--- config.mk ---
export PLATFORM = sky130hd
export DESIGN_NAME = dual_issue_reserve
export DESIGN_NICKNAME = d
export VERILOG_FILES = /design/src/rtl/issue_pkg.sv /design/src/rtl/issue_class_decode.sv /design/src/rtl/issue_unit_busy.sv /design/src/rtl/issue_slot_select.sv /design/src/rtl/dual_issue_reserve.sv
export SDC_FILE = /design/constraint.sdc
export NUM_CORES = 1
export LEC_CHECK = 0
export BUFFER_PORTS_ARGS = -buffer_cell sky130_fd_sc_hd__buf_2
export CAP_MARGIN = 40
export CORE_MARGIN = 2
export CORE_UTILIZATION = 64
export CTS_BUF_LIST = sky130_fd_sc_hd__clkbuf_4 sky130_fd_sc_hd__clkbuf_8
export DETAILED_ROUTE_END_ITERATION = 8
export GPL_ROUTABILITY_DRIVEN = 0
export PLACE_DENSITY = 0.95
export SKIP_LAST_GASP = 1
export SYNTH_ARGS = -nofsm -noshare
export SYNTH_HDL_FRONTEND = slang
export SYNTH_SLANG_ARGS = --single-unit
--- constraint.sdc ---
create_clock -name clk -period 8.1 [get_ports clk]
set_input_delay 1.62 -clock clk [delete_from_list [all_inputs] [get_ports clk]]
set_output_delay 1.62 -clock clk [all_outputs]
set_load 0.05 [all_outputs]
--- src/rtl/issue_pkg.sv ---
package issue_pkg;

    localparam int LAT_W   = 6;
    localparam int NUM_TRK = 5;

    typedef enum logic [3:0] {
        OP_INT   = 4'd0,  OP_CMP   = 4'd1,  OP_MULF  = 4'd2,  OP_MULM = 4'd3,
        OP_MULS  = 4'd4,  OP_DIV   = 4'd5,  OP_TWO   = 4'd6,  OP_THREE = 4'd7,
        OP_LDST  = 4'd8,  OP_STCX  = 4'd9,  OP_FP    = 4'd10, OP_FCMP = 4'd11,
        OP_SDIV  = 4'd12, OP_DDIV  = 4'd13, OP_RSV14 = 4'd14, OP_RSV15 = 4'd15
    } op_cls_e;

    typedef enum logic [1:0] {
        SD_BRANCH = 2'd0, SD_CRLOG = 2'd1, SD_MTSPR = 2'd2, SD_MFSPR = 2'd3
    } side_cls_e;

    typedef enum logic [2:0] {
        U_IU1 = 3'd0, U_IU2 = 3'd1, U_LSU = 3'd2, U_FPU = 3'd3, U_SRU = 3'd4, U_BPU = 3'd5
    } unit_e;

    typedef enum logic [1:0] {
        K_INT_ANY = 2'd0, K_INT_FIRST = 2'd1, K_MEM = 2'd2, K_FLT = 2'd3
    } kind_e;

    typedef struct packed {
        kind_e            kind;
        logic [LAT_W-1:0] hold;
        logic [LAT_W-1:0] lat;
    } op_info_t;

    typedef struct packed {
        logic             iss;
        unit_e            unit;
        logic [LAT_W-1:0] lat;
    } grant_t;

    function automatic op_info_t mk_info(kind_e k, int h, int l);
        op_info_t r;
        r.kind = k;
        r.hold = LAT_W'(h);
        r.lat  = LAT_W'(l);
        return r;
    endfunction

    function automatic logic [LAT_W-1:0] side_latency(side_cls_e c);
        case (c)
            SD_BRANCH: return LAT_W'(1);
            SD_MTSPR:  return LAT_W'(2);
            default:   return LAT_W'(3);
        endcase
    endfunction

    // Chooses a unit for one slot out of the units still available to it.
    function automatic grant_t pick_unit(logic want, kind_e k,
                                         logic [NUM_TRK-1:0] avail,
                                         logic [LAT_W-1:0] lat);
        grant_t g;
        g.iss  = 1'b0;
        g.unit = U_IU1;
        g.lat  = '0;
        if (want) begin
            case (k)
                K_INT_ANY: begin
                    if (avail[1]) begin
                        g.iss  = 1'b1;
                        g.unit = U_IU2;
                    end else begin
                        g.iss  = avail[0];
                    end
                end
                K_INT_FIRST: g.iss = avail[0];
                K_MEM: begin
                    g.iss  = avail[2];
                    g.unit = U_LSU;
                end
                default: begin
                    g.iss  = avail[3];
                    g.unit = U_FPU;
                end
            endcase
        end
        if (g.iss) g.lat = lat;
        else       g.unit = U_IU1;
        return g;
    endfunction

endpackage

--- src/rtl/issue_class_decode.sv ---
module issue_class_decode
    import issue_pkg::*;
#(
    parameter int IDIV_CYC = 19,
    parameter int SDIV_CYC = 17,
    parameter int DDIV_CYC = 31
) (
    input  logic [3:0] cls_i,
    output op_info_t   info_o
);

    always_comb begin
        case (op_cls_e'(cls_i))
            OP_CMP:   info_o = mk_info(K_INT_ANY,   1, 2);
            OP_MULF:  info_o = mk_info(K_INT_FIRST, 4, 4);
            OP_MULM:  info_o = mk_info(K_INT_FIRST, 2, 3);
            OP_MULS:  info_o = mk_info(K_INT_FIRST, 1, 2);
            OP_DIV:   info_o = mk_info(K_INT_FIRST, IDIV_CYC, IDIV_CYC);
            OP_TWO:   info_o = mk_info(K_INT_ANY,   2, 1);
            OP_THREE: info_o = mk_info(K_INT_ANY,   3, 1);
            OP_LDST:  info_o = mk_info(K_MEM,       1, 2);
            OP_STCX:  info_o = mk_info(K_MEM,       1, 8);
            OP_FP:    info_o = mk_info(K_FLT,       1, 3);
            OP_FCMP:  info_o = mk_info(K_FLT,       1, 2);
            OP_SDIV:  info_o = mk_info(K_FLT,       SDIV_CYC, SDIV_CYC);
            OP_DDIV:  info_o = mk_info(K_FLT,       DDIV_CYC, DDIV_CYC);
            default:  info_o = mk_info(K_INT_ANY,   1, 1);
        endcase
    end

endmodule

--- src/rtl/issue_unit_busy.sv ---
module issue_unit_busy
    import issue_pkg::*;
(
    input  logic             clk,
    input  logic             rst,
    input  logic             book_i,
    input  logic [LAT_W-1:0] hold_i,
    output logic             free_o
);

    logic [LAT_W-1:0] left_q;

    // left_q counts the cycles still held after the current one.
    always_ff @(posedge clk) begin
        if (rst)                left_q <= '0;
        else if (book_i)        left_q <= hold_i - LAT_W'(1);
        else if (left_q != '0)  left_q <= left_q - LAT_W'(1);
    end

    assign free_o = (left_q == '0);

endmodule

--- src/rtl/issue_slot_select.sv ---
module issue_slot_select
    import issue_pkg::*;
(
    input  logic               slot0_vld,
    input  logic               slot1_vld,
    input  op_info_t           info0,
    input  op_info_t           info1,
    input  logic [NUM_TRK-1:0] unit_free,
    output grant_t             grant0,
    output grant_t             grant1
);

    logic [NUM_TRK-1:0] taken0;
    logic               go1;

    assign grant0 = pick_unit(slot0_vld, info0.kind, unit_free, info0.lat);
    assign taken0 = grant0.iss ? (NUM_TRK'(1) << grant0.unit) : '0;
    assign go1    = slot1_vld && (!slot0_vld || grant0.iss);
    assign grant1 = pick_unit(go1, info1.kind, unit_free & ~taken0, info1.lat);

endmodule

--- src/rtl/dual_issue_reserve.sv ---
module dual_issue_reserve
    import issue_pkg::*;
#(
    parameter int IDIV_CYC = 19,
    parameter int SDIV_CYC = 17,
    parameter int DDIV_CYC = 31,
    parameter int SRU_CYC  = 2
) (
    input  logic       clk,
    input  logic       rst,
    input  logic       slot0_vld,
    input  logic [3:0] slot0_cls,
    input  logic       slot1_vld,
    input  logic [3:0] slot1_cls,
    input  logic       side_vld,
    input  logic [1:0] side_cls,
    output logic       slot0_iss,
    output logic [2:0] slot0_unit,
    output logic [5:0] slot0_lat,
    output logic       slot1_iss,
    output logic [2:0] slot1_unit,
    output logic [5:0] slot1_lat,
    output logic       side_iss,
    output logic [2:0] side_unit,
    output logic [5:0] side_lat,
    output logic       stall
);

    localparam logic [LAT_W-1:0] SRU_HOLD = LAT_W'(SRU_CYC);
    localparam int               SRU_IDX  = int'(U_SRU);

    op_info_t           info0, info1;
    grant_t             g0, g1;
    logic [NUM_TRK-1:0] unit_free;
    side_cls_e          scls;
    logic               side_br;
    unit_e              side_u;

    issue_class_decode #(.IDIV_CYC(IDIV_CYC), .SDIV_CYC(SDIV_CYC), .DDIV_CYC(DDIV_CYC))
        u_dec0 (.cls_i(slot0_cls), .info_o(info0));
    issue_class_decode #(.IDIV_CYC(IDIV_CYC), .SDIV_CYC(SDIV_CYC), .DDIV_CYC(DDIV_CYC))
        u_dec1 (.cls_i(slot1_cls), .info_o(info1));

    issue_slot_select u_sel (
        .slot0_vld (slot0_vld),
        .slot1_vld (slot1_vld),
        .info0     (info0),
        .info1     (info1),
        .unit_free (unit_free),
        .grant0    (g0),
        .grant1    (g1)
    );

    // Side lane: branches never wait, system ops wait on the system unit.
    assign scls     = side_cls_e'(side_cls);
    assign side_br  = (scls == SD_BRANCH);
    assign side_iss = side_vld && (side_br || unit_free[SRU_IDX]);
    assign side_u   = side_br ? U_BPU : U_SRU;
    assign side_unit = side_iss ? side_u : U_IU1;
    assign side_lat  = side_iss ? side_latency(scls) : '0;

    for (genvar u = 0; u < NUM_TRK; u++) begin : g_trk
        logic             book;
        logic [LAT_W-1:0] hold;
        always_comb begin
            book = 1'b0;
            hold = '0;
            if (g0.iss && g0.unit == unit_e'(3'(u))) begin
                book = 1'b1;
                hold = info0.hold;
            end else if (g1.iss && g1.unit == unit_e'(3'(u))) begin
                book = 1'b1;
                hold = info1.hold;
            end else if (side_iss && side_u == unit_e'(3'(u))) begin
                book = 1'b1;
                hold = SRU_HOLD;
            end
        end
        issue_unit_busy u_busy (
            .clk    (clk),
            .rst    (rst),
            .book_i (book),
            .hold_i (hold),
            .free_o (unit_free[u])
        );
    end

    assign slot0_iss  = g0.iss;
    assign slot0_unit = g0.unit;
    assign slot0_lat  = g0.lat;
    assign slot1_iss  = g1.iss;
    assign slot1_unit = g1.unit;
    assign slot1_lat  = g1.lat;

    assign stall = (slot0_vld && !g0.iss) || (slot1_vld && !g1.iss) || (side_vld && !side_iss);

endmodule

==> impl_metrics.env <==
export IMPL_seq_area_um2=600.6
export IMPL_finalCritPeriodShare_pct=76.88
export IMPL_fmax_mhz=160.6
export IMPL_setup_tns_ns=0
export IMPL_initial_utilization_pct=65.73
export IMPL_finalSetupViolCount=0
export IMPL_grt_pass1_wl_um=11850
export IMPL_ys_top_cells_by_count="53 x nor2_1, 30 x dfxtp_1, 24 x ha_1, 24 x nand2_1, 19 x a21oi_1"
export IMPL_worstSetupEndpointType="output pin"
export IMPL_htreeDepth=2
export IMPL_dpl_worst_slack_ns=1.940
export IMPL_stdcell_count=441
export IMPL_place_inst=433
export IMPL_largest_register_ff_count=30
export IMPL_postCtsSetupBuffers=0
export IMPL_p_sw_share_pct=51.25
export IMPL_yosysMostFrequentCell="nor2_1"
export IMPL_p_int_uw=518.5
export IMPL_rsz0062_at_grt="no"
export IMPL_io_pin_count=46
export IMPL_nets=427
export IMPL_worstPathArrival_ns=4.61
export IMPL_synth_compound_area_share_pct=20.57
export IMPL_period_minus_slack_ns=6.227
export IMPL_hold_viol=0
export IMPL_dieArea_mm2=0.004958
export IMPL_worst_hold_startpoint="g_trk[4].u_busy.left_q[0]$_SDFFE_PP0P_"
export IMPL_antennaDiodeCount=0
export IMPL_rows=24
export IMPL_peakVddDrop_uv=209.9
export IMPL_ctsHoldBuffers=0
export IMPL_drtIter0Drc=261
export IMPL_clock_sinks=30
export IMPL_synth_async_reset_ratio_pct=0
export IMPL_p_comb_share_pct=64.3
export IMPL_regMostFlops="g_trk.u_busy.left_q"
export IMPL_yosys_warnings=0
export IMPL_holdPathStages=1
export IMPL_yosys_area_top_type_share_pct=21.28
export IMPL_grt_use_total_pct=29.54
export IMPL_r2r_cells=12
export IMPL_synth_top_family_by_area="simple AND/OR/NAND/NOR gates"
export IMPL_syn_inst=357
export IMPL_clock_root_buffer="clkbuf_8"
export IMPL_nFillCells=332
export IMPL_area_growth_pct=8.555
export IMPL_netlist_area_mm2=0.002823
export IMPL_tritoncts="built"
export IMPL_cap_violations=0
export IMPL_cts_resized=0
export IMPL_worst_slack_ns=1.873
export IMPL_r2r_end="g_trk[3].u_busy.left_q[4]$_SDFFE_PP0P_"
export IMPL_yosys_area_top_type="dfxtp_1"
export IMPL_hp_class="reg -> reg"
export IMPL_power_density_mw_per_mm2=347.1
export IMPL_synth_xor_area_share_pct=4.034
export IMPL_drv_slew=0
export IMPL_drt_wl_total_um=7091
export IMPL_insertion_delay_ns=0.30
export IMPL_ys_seq_area_share_pct=21.28
export IMPL_clk_pin_slew_ns=0.06
export IMPL_synth_cell_types=72
export IMPL_top_regs="g_trk.u_busy.left_q x30"
export IMPL_coreArea_mm2=0.004294
export IMPL_relSlewSlack_pct=34.13
export IMPL_cts_buffers=5
export IMPL_critical_path_class="in -> out"
export IMPL_ff2ff_setup_slack_ns=4.29
export IMPL_grt_antenna_before_repair=0
export IMPL_clockPowerShare_pct=12.4
export IMPL_whs_endpoint="g_trk[4].u_busy.left_q[0]$_SDFFE_PP0P_"
export IMPL_die_height_um=70.41
export IMPL_leakage_nw=1.442
export IMPL_outcome="finished clean"
export IMPL_synth_area_per_cell_um2=7.907
export IMPL_cp_max_fo=11
export IMPL_synthAdderAreaFrac_pct=10.64
export IMPL_ant_nets=0
export IMPL_dieWidth_um=70.41
export IMPL_routed_via_density=6.306
export IMPL_port_buffer_count=36
export IMPL_vias=2781
export IMPL_synthFlopType="dfxtp_1"
export IMPL_r2r_start="g_trk[1].u_busy.left_q[0]$_SDFFE_PP0P_"
export IMPL_switching_power_uw=545.2
export IMPL_pwr_share_seq_pct=23.3
export IMPL_dr_pass1_iters=5
export IMPL_hpwl_um=5391
export IMPL_first_global_vias=2584
export IMPL_wl_per_cell_um=16.08
export IMPL_skew_ns=0.01341
export IMPL_muxShareOfSynthArea_pct=4.743
export IMPL_worst_pin_slew_ns=0.9881
export IMPL_cp_start_kind="input pin"
export IMPL_synthSimpleGateAreaFrac_pct=31.38
export IMPL_synthTopCellsByArea="dfxtp_1 21%, ha_1 11%, nor2_1 7.0%, a21oi_1 3.4%, nand2_1 3.2%"
export IMPL_synth_edf_count=0
export IMPL_ys_ff_latch=30
export IMPL_clockBufferDepth=2
export IMPL_layout_drive_gt1_share_pct=21.85
export IMPL_multi_input_area_mm2=0.002048
export IMPL_cp_required_ns=6.48
export IMPL_gr_total_overflow=0
export IMPL_drc_errors=0
export IMPL_grt_max_degree=17
## cells in the final DEF (no fill, tap or decap), types with 3 or more instances in the layout
cell type / instances
ha_1: 24
nand2b_1: 3
o21a_1: 4
xor2_1: 10
nor3_2: 3
mux2_2: 4
mux2i_1: 6
a221oi_1: 4
and2_1: 9
nand2_1: 24
nor2b_1: 5
clkbuf_8: 6
nor3_1: 6
a211oi_1: 4
a21oi_1: 19
nand3b_1: 3
a221oi_2: 3
and3_1: 6
nor4_1: 3
xnor2_1: 3
inv_1: 18
conb_1: 9
nand3_1: 14
buf_2: 36
nor2_1: 53
o21ai_0: 17
dfxtp_1: 30
or2_2: 6
or3_1: 3
## area by class of cell
cell class	count	share of cell area, %
clock buffer	6	2.695
clock inverter	2	0.4083
inverter	20	2.450
multi-input combinational	295	66.84
sequential	30	19.60
tap	52	2.123
timing repair buffer	36	5.880
## power by group through the flow
stage	Sequential, mW	Combinational [mW]	Clock, mW
global placement	0.246	0.643	0
CTS	0.247	0.676	0.132
floorplan	0.239	0.563	0
finish	0.248	0.684	0.131
detailed placement	0.249	0.670	0
global route	0.252	0.746	0.139
## per-stage QoR
stage / total power [mW] / hold WS (ns) / util (%) / cell area (µm²)
2_1_floorplan: 0.8019 / 0.4263 / - / 2853
3_3_place_gp: 0.8893 / 0.4350 / 69.14 / 2969
3_5_place_dp: 0.9187 / 0.4406 / 69.14 / 2969
4_1_cts: 1.055 / 0.4710 / 71.36 / 3064
5_1_grt: 1.137 / 0.4934 / 71.36 / 3064
6_report: 1.064 / 0.4690 / 71.36 / 3064
## how the worst max path moves through the flow
stage,depth (start not counted),to,from
6_report,14,slot1_lat[3],slot0_cls[1]
5_1_grt,14,slot1_lat[3],slot0_cls[1]
4_1_cts,14,slot1_lat[3],slot0_cls[1]
3_5_place_dp,14,slot1_lat[3],slot0_cls[1]
3_3_place_gp,14,slot1_lat[3],slot0_cls[1]
2_1_floorplan,13,slot1_lat[3],slot0_cls[1]
## worst max-delay path, stage by stage
cell	delay (ns)
buf_2	0.14
inv_1	0.10
ha_1	0.47
and2_1	0.23
nand2_2	0.13
nor2_4	0.07
nor3_4	0.32
inv_2	0.10
o2111a_1	0.39
a21oi_1	0.26
nand3_1	0.22
inv_1	0.14
and3_1	0.15
buf_2	0.25
## routing by layer
layer	wire [µm]	share of wire (%)	global-route usage, %	up-vias
met1	2774	39	37.13	1274
li1	-	-	-	1312
met3	696	9.8	6.205	35
met5	0	0	0	-
met2	3336	47	47.48	160
met4	284	4.0	14.96	0
## logic make-up after synthesis
family                     after synthesis
AOI/OAI and AO/OA                       80
xor gates and xnor gates                13
adders and majority gates               24
buffers and inverters                   40
DFF                                     30
muxes                                   12
other                                    1
and+or+nand+nor                        157
Power figures use the tool's default switching activity.
